===== src/rtl/mtimer_pkg.sv =====
package mtimer_pkg;
    localparam int REG_W = 32;
    localparam logic [15:0] OSC_KEY = 16'h16AA;

    typedef enum logic [1:0] {
        SRC_SYS  = 2'd0,
        SRC_FAST = 2'd1,
        SRC_ALT  = 2'd2,
        SRC_NONE = 2'd3
    } tick_src_e;

    typedef enum logic {
        CH_STOPPED  = 1'b0,
        CH_COUNTING = 1'b1
    } ch_state_e;

    typedef struct packed {
        logic      oneshot;
        logic [2:0] prescale;
        tick_src_e src;
    } ch_cfg_t;
endpackage


===== src/rtl/mtimer_channel.sv =====
module mtimer_channel
    import mtimer_pkg::*;
#(
    parameter int CNT_W = 32,
    parameter int PS_W  = 3
) (
    input  logic             clk,
    input  logic             rst_n,
    input  logic             ctrl_we,
    input  logic             intv_we,
    input  logic [REG_W-1:0] wdata,
    input  logic             tick_fast,
    input  logic             tick_alt,
    output logic [REG_W-1:0] ctrl_rd,
    output logic [REG_W-1:0] intv_rd,
    output logic [REG_W-1:0] cur_rd,
    output logic             expire
);
    localparam int DIV_W = (1 << PS_W) - 1;

    ch_state_e         state, state_nx;
    ch_cfg_t           cfg;
    logic [CNT_W-1:0]  intv, cnt;
    logic [DIV_W-1:0]  pre_cnt, div_mask;
    logic              tick_sel, step, at_end;

    always_comb begin
        unique case (cfg.src)
            SRC_SYS:  tick_sel = 1'b1;
            SRC_FAST: tick_sel = tick_fast;
            SRC_ALT:  tick_sel = tick_alt;
            SRC_NONE: tick_sel = 1'b0;
        endcase
    end

    assign div_mask = (DIV_W'(1) << cfg.prescale) - DIV_W'(1);
    assign step     = (state == CH_COUNTING) && !ctrl_we && tick_sel && (pre_cnt == div_mask);
    assign at_end   = (cnt[CNT_W-1:1] == '0);
    assign expire   = step && at_end;

    // next-state logic: START, HALT, FINISH
    always_comb begin
        state_nx = state;
        unique case (state)
            CH_STOPPED:  if (ctrl_we && wdata[0]) state_nx = CH_COUNTING;
            CH_COUNTING: begin
                if (ctrl_we && !wdata[0])        state_nx = CH_STOPPED;
                else if (expire && cfg.oneshot)  state_nx = CH_STOPPED;
            end
        endcase
    end

    always_ff @(posedge clk) begin
        if (!rst_n) state <= CH_STOPPED;
        else        state <= state_nx;
    end

    always_ff @(posedge clk) begin
        if (!rst_n) begin
            cfg     <= '0;
            intv    <= '0;
            cnt     <= '0;
            pre_cnt <= '0;
        end else begin
            if (intv_we) intv <= wdata[CNT_W-1:0];
            if (ctrl_we) begin
                cfg.oneshot  <= wdata[7];
                cfg.prescale <= wdata[6:4];
                cfg.src      <= tick_src_e'(wdata[3:2]);
                pre_cnt      <= '0;
                if (wdata[0] && wdata[1]) cnt <= intv;
            end else if (state == CH_COUNTING && tick_sel) begin
                pre_cnt <= step ? '0 : pre_cnt + DIV_W'(1);
            end
            if (step) begin
                if (!at_end)          cnt <= cnt - CNT_W'(1);
                else if (cfg.oneshot) cnt <= '0;
                else                  cnt <= intv;
            end
        end
    end

    assign ctrl_rd = {24'b0, cfg.oneshot, cfg.prescale, cfg.src, 1'b0, (state == CH_COUNTING)};
    assign intv_rd = REG_W'(intv);
    assign cur_rd  = REG_W'(cnt);


    stopped_hold_chk: assert property (@(posedge clk) disable iff (!rst_n)
        (state == CH_STOPPED && !ctrl_we) |=> $stable(cnt));

    periodic_reload_chk: assert property (@(posedge clk) disable iff (!rst_n)
        (expire && !cfg.oneshot) |=> (cnt == $past(intv)));

    oneshot_stop_chk: assert property (@(posedge clk) disable iff (!rst_n)
        (expire && cfg.oneshot) |=> (state == CH_STOPPED && cnt == '0));
endmodule


===== src/rtl/mtimer_oscreg.sv =====
module mtimer_oscreg
    import mtimer_pkg::*;
(
    input  logic             clk,
    input  logic             rst_n,
    input  logic             we,
    input  logic [15:0]      key,
    input  logic             auto_in,
    input  logic             sel_in,
    output logic [REG_W-1:0] rd
);
    logic auto_sw, src_sel, key_ok;

    assign key_ok = (key == OSC_KEY);

    always_ff @(posedge clk) begin
        if (!rst_n) begin
            auto_sw <= 1'b0;
            src_sel <= 1'b0;
        end else if (we && key_ok) begin
            auto_sw <= auto_in;
            src_sel <= sel_in;
        end
    end

    assign rd = {17'b0, auto_sw, 13'b0, src_sel};


    bad_key_chk: assert property (@(posedge clk) disable iff (!rst_n)
        (we && !key_ok) |=> $stable(rd));
endmodule


===== src/rtl/mtimer_unit.sv =====
module mtimer_unit
    import mtimer_pkg::*;
#(
    parameter int NUM_CH = 3,
    parameter int CNT_W  = 32,
    parameter int ADDR_W = 9
) (
    input  logic              clk,
    input  logic              rst_n,
    input  logic [ADDR_W-1:0] bus_addr,
    input  logic              bus_wr,
    input  logic [31:0]       bus_wdata,
    output logic [31:0]       bus_rdata,
    input  logic              tick_fast,
    input  logic              tick_alt,
    output logic              irq
);
    localparam int BLK_W   = ADDR_W - 4;
    localparam int EN_OFF  = 'h000;
    localparam int ST_OFF  = 'h004;
    localparam int OSC_OFF = 'h100;

    logic [BLK_W-1:0]  blk;
    logic [3:0]        word;
    logic [NUM_CH-1:0] irq_en, irq_pend, ch_expire, ctrl_we, intv_we;
    logic [REG_W-1:0]  ch_rd [NUM_CH];
    logic [REG_W-1:0]  osc_rd;
    logic              en_we, st_we, osc_we;

    assign blk    = bus_addr[ADDR_W-1:4];
    assign word   = bus_addr[3:0];
    assign en_we  = bus_wr && (bus_addr == ADDR_W'(EN_OFF));
    assign st_we  = bus_wr && (bus_addr == ADDR_W'(ST_OFF));
    assign osc_we = bus_wr && (bus_addr == ADDR_W'(OSC_OFF));

    for (genvar n = 0; n < NUM_CH; n++) begin : g_ch
        logic             hit;
        logic [REG_W-1:0] c_rd, i_rd, v_rd;
        assign hit        = (blk == BLK_W'(n + 1));
        assign ctrl_we[n] = bus_wr && hit && (word == 4'h0);
        assign intv_we[n] = bus_wr && hit && (word == 4'h4);

        mtimer_channel #(.CNT_W(CNT_W)) u_ch (
            .clk(clk), .rst_n(rst_n),
            .ctrl_we(ctrl_we[n]), .intv_we(intv_we[n]), .wdata(bus_wdata),
            .tick_fast(tick_fast), .tick_alt(tick_alt),
            .ctrl_rd(c_rd), .intv_rd(i_rd), .cur_rd(v_rd),
            .expire(ch_expire[n])
        );

        assign ch_rd[n] = !hit          ? '0 :
                          (word == 4'h0) ? c_rd :
                          (word == 4'h4) ? i_rd :
                          (word == 4'h8) ? v_rd : '0;


        pend_set_chk: assert property (@(posedge clk) disable iff (!rst_n)
            ch_expire[n] |=> irq_pend[n]);

        w1c_chk: assert property (@(posedge clk) disable iff (!rst_n)
            (st_we && bus_wdata[n] && !ch_expire[n]) |=> !irq_pend[n]);
    end

    mtimer_oscreg u_osc (
        .clk(clk), .rst_n(rst_n), .we(osc_we),
        .key(bus_wdata[31:16]), .auto_in(bus_wdata[14]), .sel_in(bus_wdata[0]),
        .rd(osc_rd)
    );

    always_ff @(posedge clk) begin
        if (!rst_n) begin
            irq_en   <= '0;
            irq_pend <= '0;
        end else begin
            if (en_we) irq_en <= bus_wdata[NUM_CH-1:0];
            irq_pend <= (irq_pend & ~(st_we ? bus_wdata[NUM_CH-1:0] : '0)) | ch_expire;
        end
    end

    assign irq = |(irq_pend & irq_en);

    always_comb begin
        bus_rdata = '0;
        if (bus_addr == ADDR_W'(EN_OFF))       bus_rdata = REG_W'(irq_en);
        else if (bus_addr == ADDR_W'(ST_OFF))  bus_rdata = REG_W'(irq_pend);
        else if (bus_addr == ADDR_W'(OSC_OFF)) bus_rdata = osc_rd;
        for (int n = 0; n < NUM_CH; n++) bus_rdata = bus_rdata | ch_rd[n];
    end


    irq_needs_enable_chk: assert property (@(posedge clk) disable iff (!rst_n)
        $rose(irq) |-> (irq_en != '0));
endmodule


===== config.mk =====
export PLATFORM = sky130hd
export DESIGN_NAME = mtimer_unit
export DESIGN_NICKNAME = d
export VERILOG_FILES = /design/src/rtl/mtimer_pkg.sv /design/src/rtl/mtimer_channel.sv /design/src/rtl/mtimer_oscreg.sv /design/src/rtl/mtimer_unit.sv
export SDC_FILE = /design/constraint.sdc
export NUM_CORES = 1
export LEC_CHECK = 0
export CAP_MARGIN = 20
export CORE_ASPECT_RATIO = 1.75
export CORE_MARGIN = 8
export CORE_UTILIZATION = 25
export DETAILED_ROUTE_END_ITERATION = 10
export DONT_BUFFER_PORTS = 1
export GPL_ROUTABILITY_DRIVEN = 0
export GPL_TIMING_DRIVEN = 0
export SYNTH_ARGS = -nofsm -noshare
export SYNTH_HDL_FRONTEND = slang
export SYNTH_HIERARCHICAL = 1
export SYNTH_SLANG_ARGS = --single-unit
export TNS_END_PERCENT = 1

===== constraint.sdc =====
create_clock -name clk -period 3.8 [get_ports clk]
set_input_delay 0.57 -clock clk [delete_from_list [all_inputs] [get_ports clk]]
set_output_delay 0.57 -clock clk [all_outputs]
set_load 0.05 [all_outputs]

==> results_dict.tcl, run 1 <==
set metrics [dict create \
    drive_gt1_share_pct 13.4 \
    synth_area_leaders "dfxtp_1, mux2i_1, buf_4" \
    worstMarginPinSlew_ps 1190 \
    cts-root-buf "clkbuf_16" \
    synth_area_um2 16700 \
    holdPathStages 1 \
    nFillCells 7208 \
    antenna_found_initial 3 \
    min_to "irq_pend[2]" \
    timing.rr.start "g_ch[1].u_ch/ctrl_rd[6]" \
    synth_top_family_by_area "compound AO/OA/AOI/OAI gates" \
    grt_max_degree 28 \
    cts_made_buffers 25 \
    insertion_delay_ps 560 \
    outcome "finished, final reports clean" \
    drt-total-wl_um 76700 \
    hold_violations 0 \
    regToRegSetupSlack_ps 70 \
    powerDensity_nw_per_um2 302 \
    area_growth_pct 16.0 \
    postCtsHoldBufs 0 \
    worstPathRequired_ps 4250 \
    pre_cts_slack_ps -611 \
    p_leak_nw 7.24 \
    yosysTopAreaCell "dfxtp_1" \
    ir_drop_uv 294 \
    worst-path-max-fanout 10 \
    overflow 0 \
    final_cell_mix "dfxtp_1, nor2_1, mux2i_1" \
    syn_area_per_cell_um2 8.10 \
    port_buffers 0 \
    grt_pass1_vias 16200 \
    synth-warning-count 6 \
    rsz0062_at_grt "true" \
    grt_util_all_layers_pct 19.4 \
    coreArea_um2 66200 \
    fin_skew_ps 18.8 \
    drc 0 \
    total_power_w 0.00584 \
    wl_per_cell_um 24.6 \
    cts_sinks 242 \
    hold_path.class "in -> reg" \
    fmax_mhz 268 \
    vias 16900 \
    drv_cap 0 \
    grt_pass1_wl_um 109000 \
    cp-start-kind "register" \
    netlist_instances 2060 \
    core.rowCount 125 \
    synth_top_area_share_pct 29.0 \
    die-area_um2 75600 \
    dp_hpwl_um 60100 \
    synthMuxAreaShare_pct 11.6 \
    initial_core_util_pct 25.2 \
    synth_seq_cells 242 \
    post-route-min-period_ps 3730 \
    vias_per_cell 5.43 \
    synth_xor_area_share_pct 2.15 \
    worstSetupPathType "reg -> reg" \
    rr_endpoint "g_ch[1].u_ch/cur_rd[29]" \
    setup-violations-final 0 \
    layout.nets 2258 \
    path_clk_slew_ps 70 \
    io_pins 79 \
    worstHoldStart "rst_n" \
    synth_edf_count 0 \
    synth_ff_type "dfxtp_1" \
    max_slew_margin_pct 20.1 \
    reg2regPathDepth 12 \
    cts_buffer_depth 3 \
    postRouteAntennaNets 0 \
    seq_area_frac_synth_pct 29.0 \
    first_pass_iters 7 \
    die_x_um 211 \
    synthAdderAreaFrac_pct 0.675 \
    synth_cell_types 85 \
    synth-simple-area-share_pct 22.9 \
    async_reset_ff_share_pct 0 \
    drtIter0Drc 1301 \
    synth_compound_area_share_pct 22.9 \
    cp-startpoint "g_ch[1].u_ch/ctrl_rd[6]" \
    cp.arrival_ps 4180 \
    htreeDepth 1 \
    mostFrequentLayoutCell "dfxtp_1" \
    chipHeight_um 358 \
    cts_tree "done" \
    worst_slack_ps 67.2 \
    drv_slew 0 \
    end_kind "register" \
    fin_crit_sh_pct 98.2 \
]
==> how the worst max path moves through the flow <==
| stage | endpoint | depth (start not counted) |
|---|---|---|
| floorplan | bus_rdata[18] | 6 |
| global placement | g_ch[2].u_ch/cur_rd[19] | 13 |
| detailed placement | g_ch[2].u_ch/cur_rd[12] | 13 |
| CTS | g_ch[0].u_ch/state | 12 |
| global route | g_ch[1].u_ch/cur_rd[29] | 12 |
| finish | g_ch[1].u_ch/cur_rd[29] | 12 |
==> stage by stage <==
stage          util, %  TNS, ps  hold WS (ps)  cell area (µm²)  cells
3_3_place_gp      27.5   -36900           445            18200   3050
6_report          29.3        0           147            19400   3113
2_1_floorplan        -        0           435            17100   2161
5_1_grt           29.3     -720           124            19400   3113
4_1_cts           29.2        0           119            19300   3108
3_5_place_dp      27.7   -32710           455            18300   3063
==> power by group <==
part	total [W]	switching, W	internal, W
sequential	0.00254	0.00000182	0.00254
combinational	0.000457	0.000293	0.000164
clock	0.00285	0.00116	0.00169
total	0.00584	0.00145	0.00439
==> cell usage after synthesis, types with 15 or more instances <==
master / n
a21oi_1: 64
a22oi_1: 52
a311oi_1: 18
buf_1: 27
buf_2: 31
buf_4: 118
clkbuf_1: 85
dfxtp_1: 242
inv_1: 62
mux2i_1: 194
nand2_1: 119
nand2b_1: 27
nand3_1: 52
nand4_1: 22
nor2_1: 220
nor2b_1: 38
nor3_1: 63
nor4_1: 51
o211ai_1: 17
o21a_1: 16
o21ai_0: 45
o21ai_1: 41
o2bb2ai_1: 67
o32ai_1: 30
or2_2: 15
or3_1: 25
or4_1: 16
xnor2_1: 15
xor2_1: 26
==> per-layer routing <==
layer | global-route usage [%] | vias up | share of wire [%]
li1 | - | 7697 | -
met1 | 18.6 | 8034 | 34
met2 | 35.0 | 821 | 49
met3 | 4.07 | 339 | 6.9
met4 | 16.8 | 0 | 10
met5 | 0 | - | 0
==> layout make-up <==
class | count | area [µm²] | share of cell area [%]
repair buffers | 15 | 161 | 0.834
inverters | 62 | 233 | 1.20
diodes | 3 | 7.51 | 0.0388
well taps | 889 | 1110 | 5.75
clock inverters | 10 | 185 | 0.957
clock buffers | 35 | 733 | 3.79
plain buffers | 269 | 1560 | 8.08
multi-input cells | 1588 | 10500 | 54.3
flip-flops and latches | 242 | 4840 | 25.0
==> critical path, cell delays in order, from the launching register on <==
cell,delay [ps]
dfxtp_1,350
clkbuf_1,240
or3_1,430
ha_1,200
clkbuf_1,210
or4b_2,650
nand3_1,100
a32o_2,280
o21ai_1,170
and2_1,200
clkbuf_1,270
o211a_1,300
a211o_1,220
==> flip-flops by register name, summed over array words and instances (netlist names) <==
signal,flops
g_ch.u_ch/state,3
irq_en,3
g_ch.u_ch/pre_cnt,21
u_osc/auto_sw,1
g_ch.u_ch/cur_rd,96
g_ch.u_ch/intv_rd,96
irq_pend,3
g_ch.u_ch/ctrl_rd,18
u_osc/src_sel,1
==> timing repair <==
| item | in CTS | in global routing |
|---|---|---|
| cloned | 0 | 0 |
| setup endpoints to repair | 69 | 92 |
| buffers inserted | 0 | 1 |
| pin swaps | 0 | 1 |
| gates resized for setup | 25 | 12 |
==> cell families after synthesis <==
family          count (synthesis)
buf+inv                       331
xor+xnor                       41
flops                         242
fa+ha+maj                       9
other cells                     4
simple gates                  730
compound gates                509
mux                           194
(Power assumes the default switching activity.)
==> run 2: changes to the inputs <==
--- a/config.mk
+++ b/config.mk
@@ -13,6 +13,7 @@
 export DONT_BUFFER_PORTS = 1
 export GPL_ROUTABILITY_DRIVEN = 0
 export GPL_TIMING_DRIVEN = 0
+export PLACE_DENSITY = 0.39
 export SYNTH_ARGS = -nofsm -noshare
 export SYNTH_HDL_FRONTEND = slang
 export SYNTH_HIERARCHICAL = 1
==> results_dict.tcl, run 2 (same netlist as run 1, synthesis figures left out) <==
set metrics [dict create \
    p_leak_nw 7.32 \
    postRouteAntennaNets 0 \
    dp.cells 3071 \
    top_usage_layer "met2" \
    powerDensity_nw_per_um2 309 \
    worstSetupPathType "in -> reg" \
    grt_pass1_vias 16400 \
    cts-root-buf "clkbuf_16" \
    cts_made_buffers 30 \
    io_pins 79 \
    vias 16700 \
    p_int_w 0.00444 \
    grt_pass1_wl_um 121000 \
    die-area_um2 75600 \
    max_slew_margin_pct 22.9 \
    p_seq_share_pct 42.2 \
    htreeDepth 1 \
    place_area_um2 18400 \
    grt_util_all_layers_pct 22.0 \
    fin_crit_sh_pct 98.5 \
    hold_violations 0 \
    met1_usage_pct 22.1 \
    cp.arrival_ps 4240 \
    die_x_um 211 \
    drv_cap 0 \
    chipHeight_um 358 \
    drive_gt1_share_pct 13.7 \
    drt-total-wl_um 85100 \
    p_comb_share_pct 7.7 \
    initial_core_util_pct 25.2 \
    final_cells 3126 \
    setup-violations-final 0 \
    p_sw_share_pct 26.3 \
    antenna_found_initial 3 \
    worstPathRequired_ps 4300 \
    regToRegSetupSlack_ps 130 \
    overflow 0 \
    vias_per_cell 5.34 \
    outcome "finished, final reports clean" \
    core.rowCount 125 \
    fin_area_um2 19500 \
    use_met2_pct 41.6 \
    rsz0062_at_grt "true" \
    path_clk_slew_ps 60 \
    drc 0 \
    area_growth_pct 16.9 \
    fin_skew_ps 15.1 \
    ir_drop_uv 301 \
    cp_cell_sequence "buf_2 > nor3_1 > nand3b_1 > nor2_1 > clkbuf_1 > nand3_1 > clkbuf_1 > and3_2 > buf_2 > a221o_1" \
    path_delay_family "simple AND/OR/NAND/NOR gates" \
    cp-start-kind "input pin" \
    end_kind "register" \
    cts_buffer_depth 3 \
    clkPwrFrac_pct 50.1 \
    cts_tree "done" \
    wl_per_cell_um 27.2 \
    dp_hpwl_um 67600 \
    coreArea_um2 66200 \
    post-route-min-period_ps 3740 \
    port_buffers 0 \
    cpPeakStageDelay_ps 690 \
    insertion_delay_ps 620 \
    layout.nets 2271 \
    use_met3_pct 3.66 \
    hold_path.class "in -> reg" \
    drv_slew 0 \
    nFillCells 7158 \
    fmax_mhz 267 \
    crit_slowest_cell "nor3_1" \
    worst-path-max-fanout 10 \
    worstMarginPinSlew_ps 1150 \
    p_sw_w 0.00158 \
    first_pass_iters 6 \
    drtIter0Drc 1221 \
    mostFrequentLayoutCell "dfxtp_1" \
    cts_sinks 242 \
    final_cell_mix "dfxtp_1, nor2_1, mux2i_1" \
    grt_max_degree 28 \
    crit_buf_inv 4 \
]
==> run 2: per-layer routing <==
metal | vias up | share of wire, %
li1 | 7720 | -
met1 | 8047 | 35
met2 | 683 | 52
met3 | 239 | 5.4
met4 | 4 | 6.7
met5 | - | 0.027
==> run 2: power groups by stage <==
stage	clock network [W]	logic (W)	registers (W)
floorplan	0	0.000308	0.00259
global placement	0	0.000454	0.00260
detailed placement	0	0.000457	0.00260
CTS	0.00308	0.000460	0.00254
global route	0.00317	0.000492	0.00254
finish	0.00302	0.000467	0.00254
==> run 2: final cells by class <==
cell class                      instances  area, µm²  share of cell area [%]
Antenna cell                            1       2.50                  0.0128
Buffer                                267       1560                    8.01
Clock buffer                           48        900                    4.61
Clock inverter                          4       73.8                   0.378
Inverter                               62        233                    1.19
Multi-Input combinational cell       1588      10500                    53.9
Sequential cell                       242       4840                    24.8
Tap cell                              889       1110                    5.70
Timing Repair Buffer                   25        269                    1.38
==> run 2: per-stage QoR <==
| stage | setup slack, ps | utilization (%) | TNS, ps | total power, W | hold slack (ps) |
|---|---|---|---|---|---|
| after global placement | -1300 | 27.5 | -78420 | 0.00305 | 448 |
| after floorplan | 462 | - | 0 | 0.00290 | 435 |
| after CTS | 27.8 | 29.4 | 0 | 0.00608 | 62.0 |
| final | 58.4 | 29.5 | 0 | 0.00602 | 88.2 |
| after global routing | -43.4 | 29.5 | -138 | 0.00620 | 57.6 |
| after detailed placement | -1130 | 27.8 | -58710 | 0.00305 | 459 |
==> run 2: worst paths after layout <==
kind                                              start                 endpoint  cells after the start
worst max-delay path                        bus_addr[3]  g_ch[0].u_ch/cur_rd[26]                     10
worst min-delay path                              rst_n              irq_pend[0]                      1
worst max register to register  g_ch[1].u_ch/ctrl_rd[4]  g_ch[1].u_ch/cur_rd[25]                     11
worst min register to register            u_osc/auto_sw            u_osc/auto_sw                      2
==> run 2: repair_timing <==
| action | 4_1_cts | 5_1_grt |
|---|---|---|
| setup buffers | 0 | 1 |
| hold buffers | 0 | 0 |
| pin swaps | 0 | 1 |
| endpoints found under the setup margin | 85 | 50 |
| gates resized for setup | 32 | 12 |
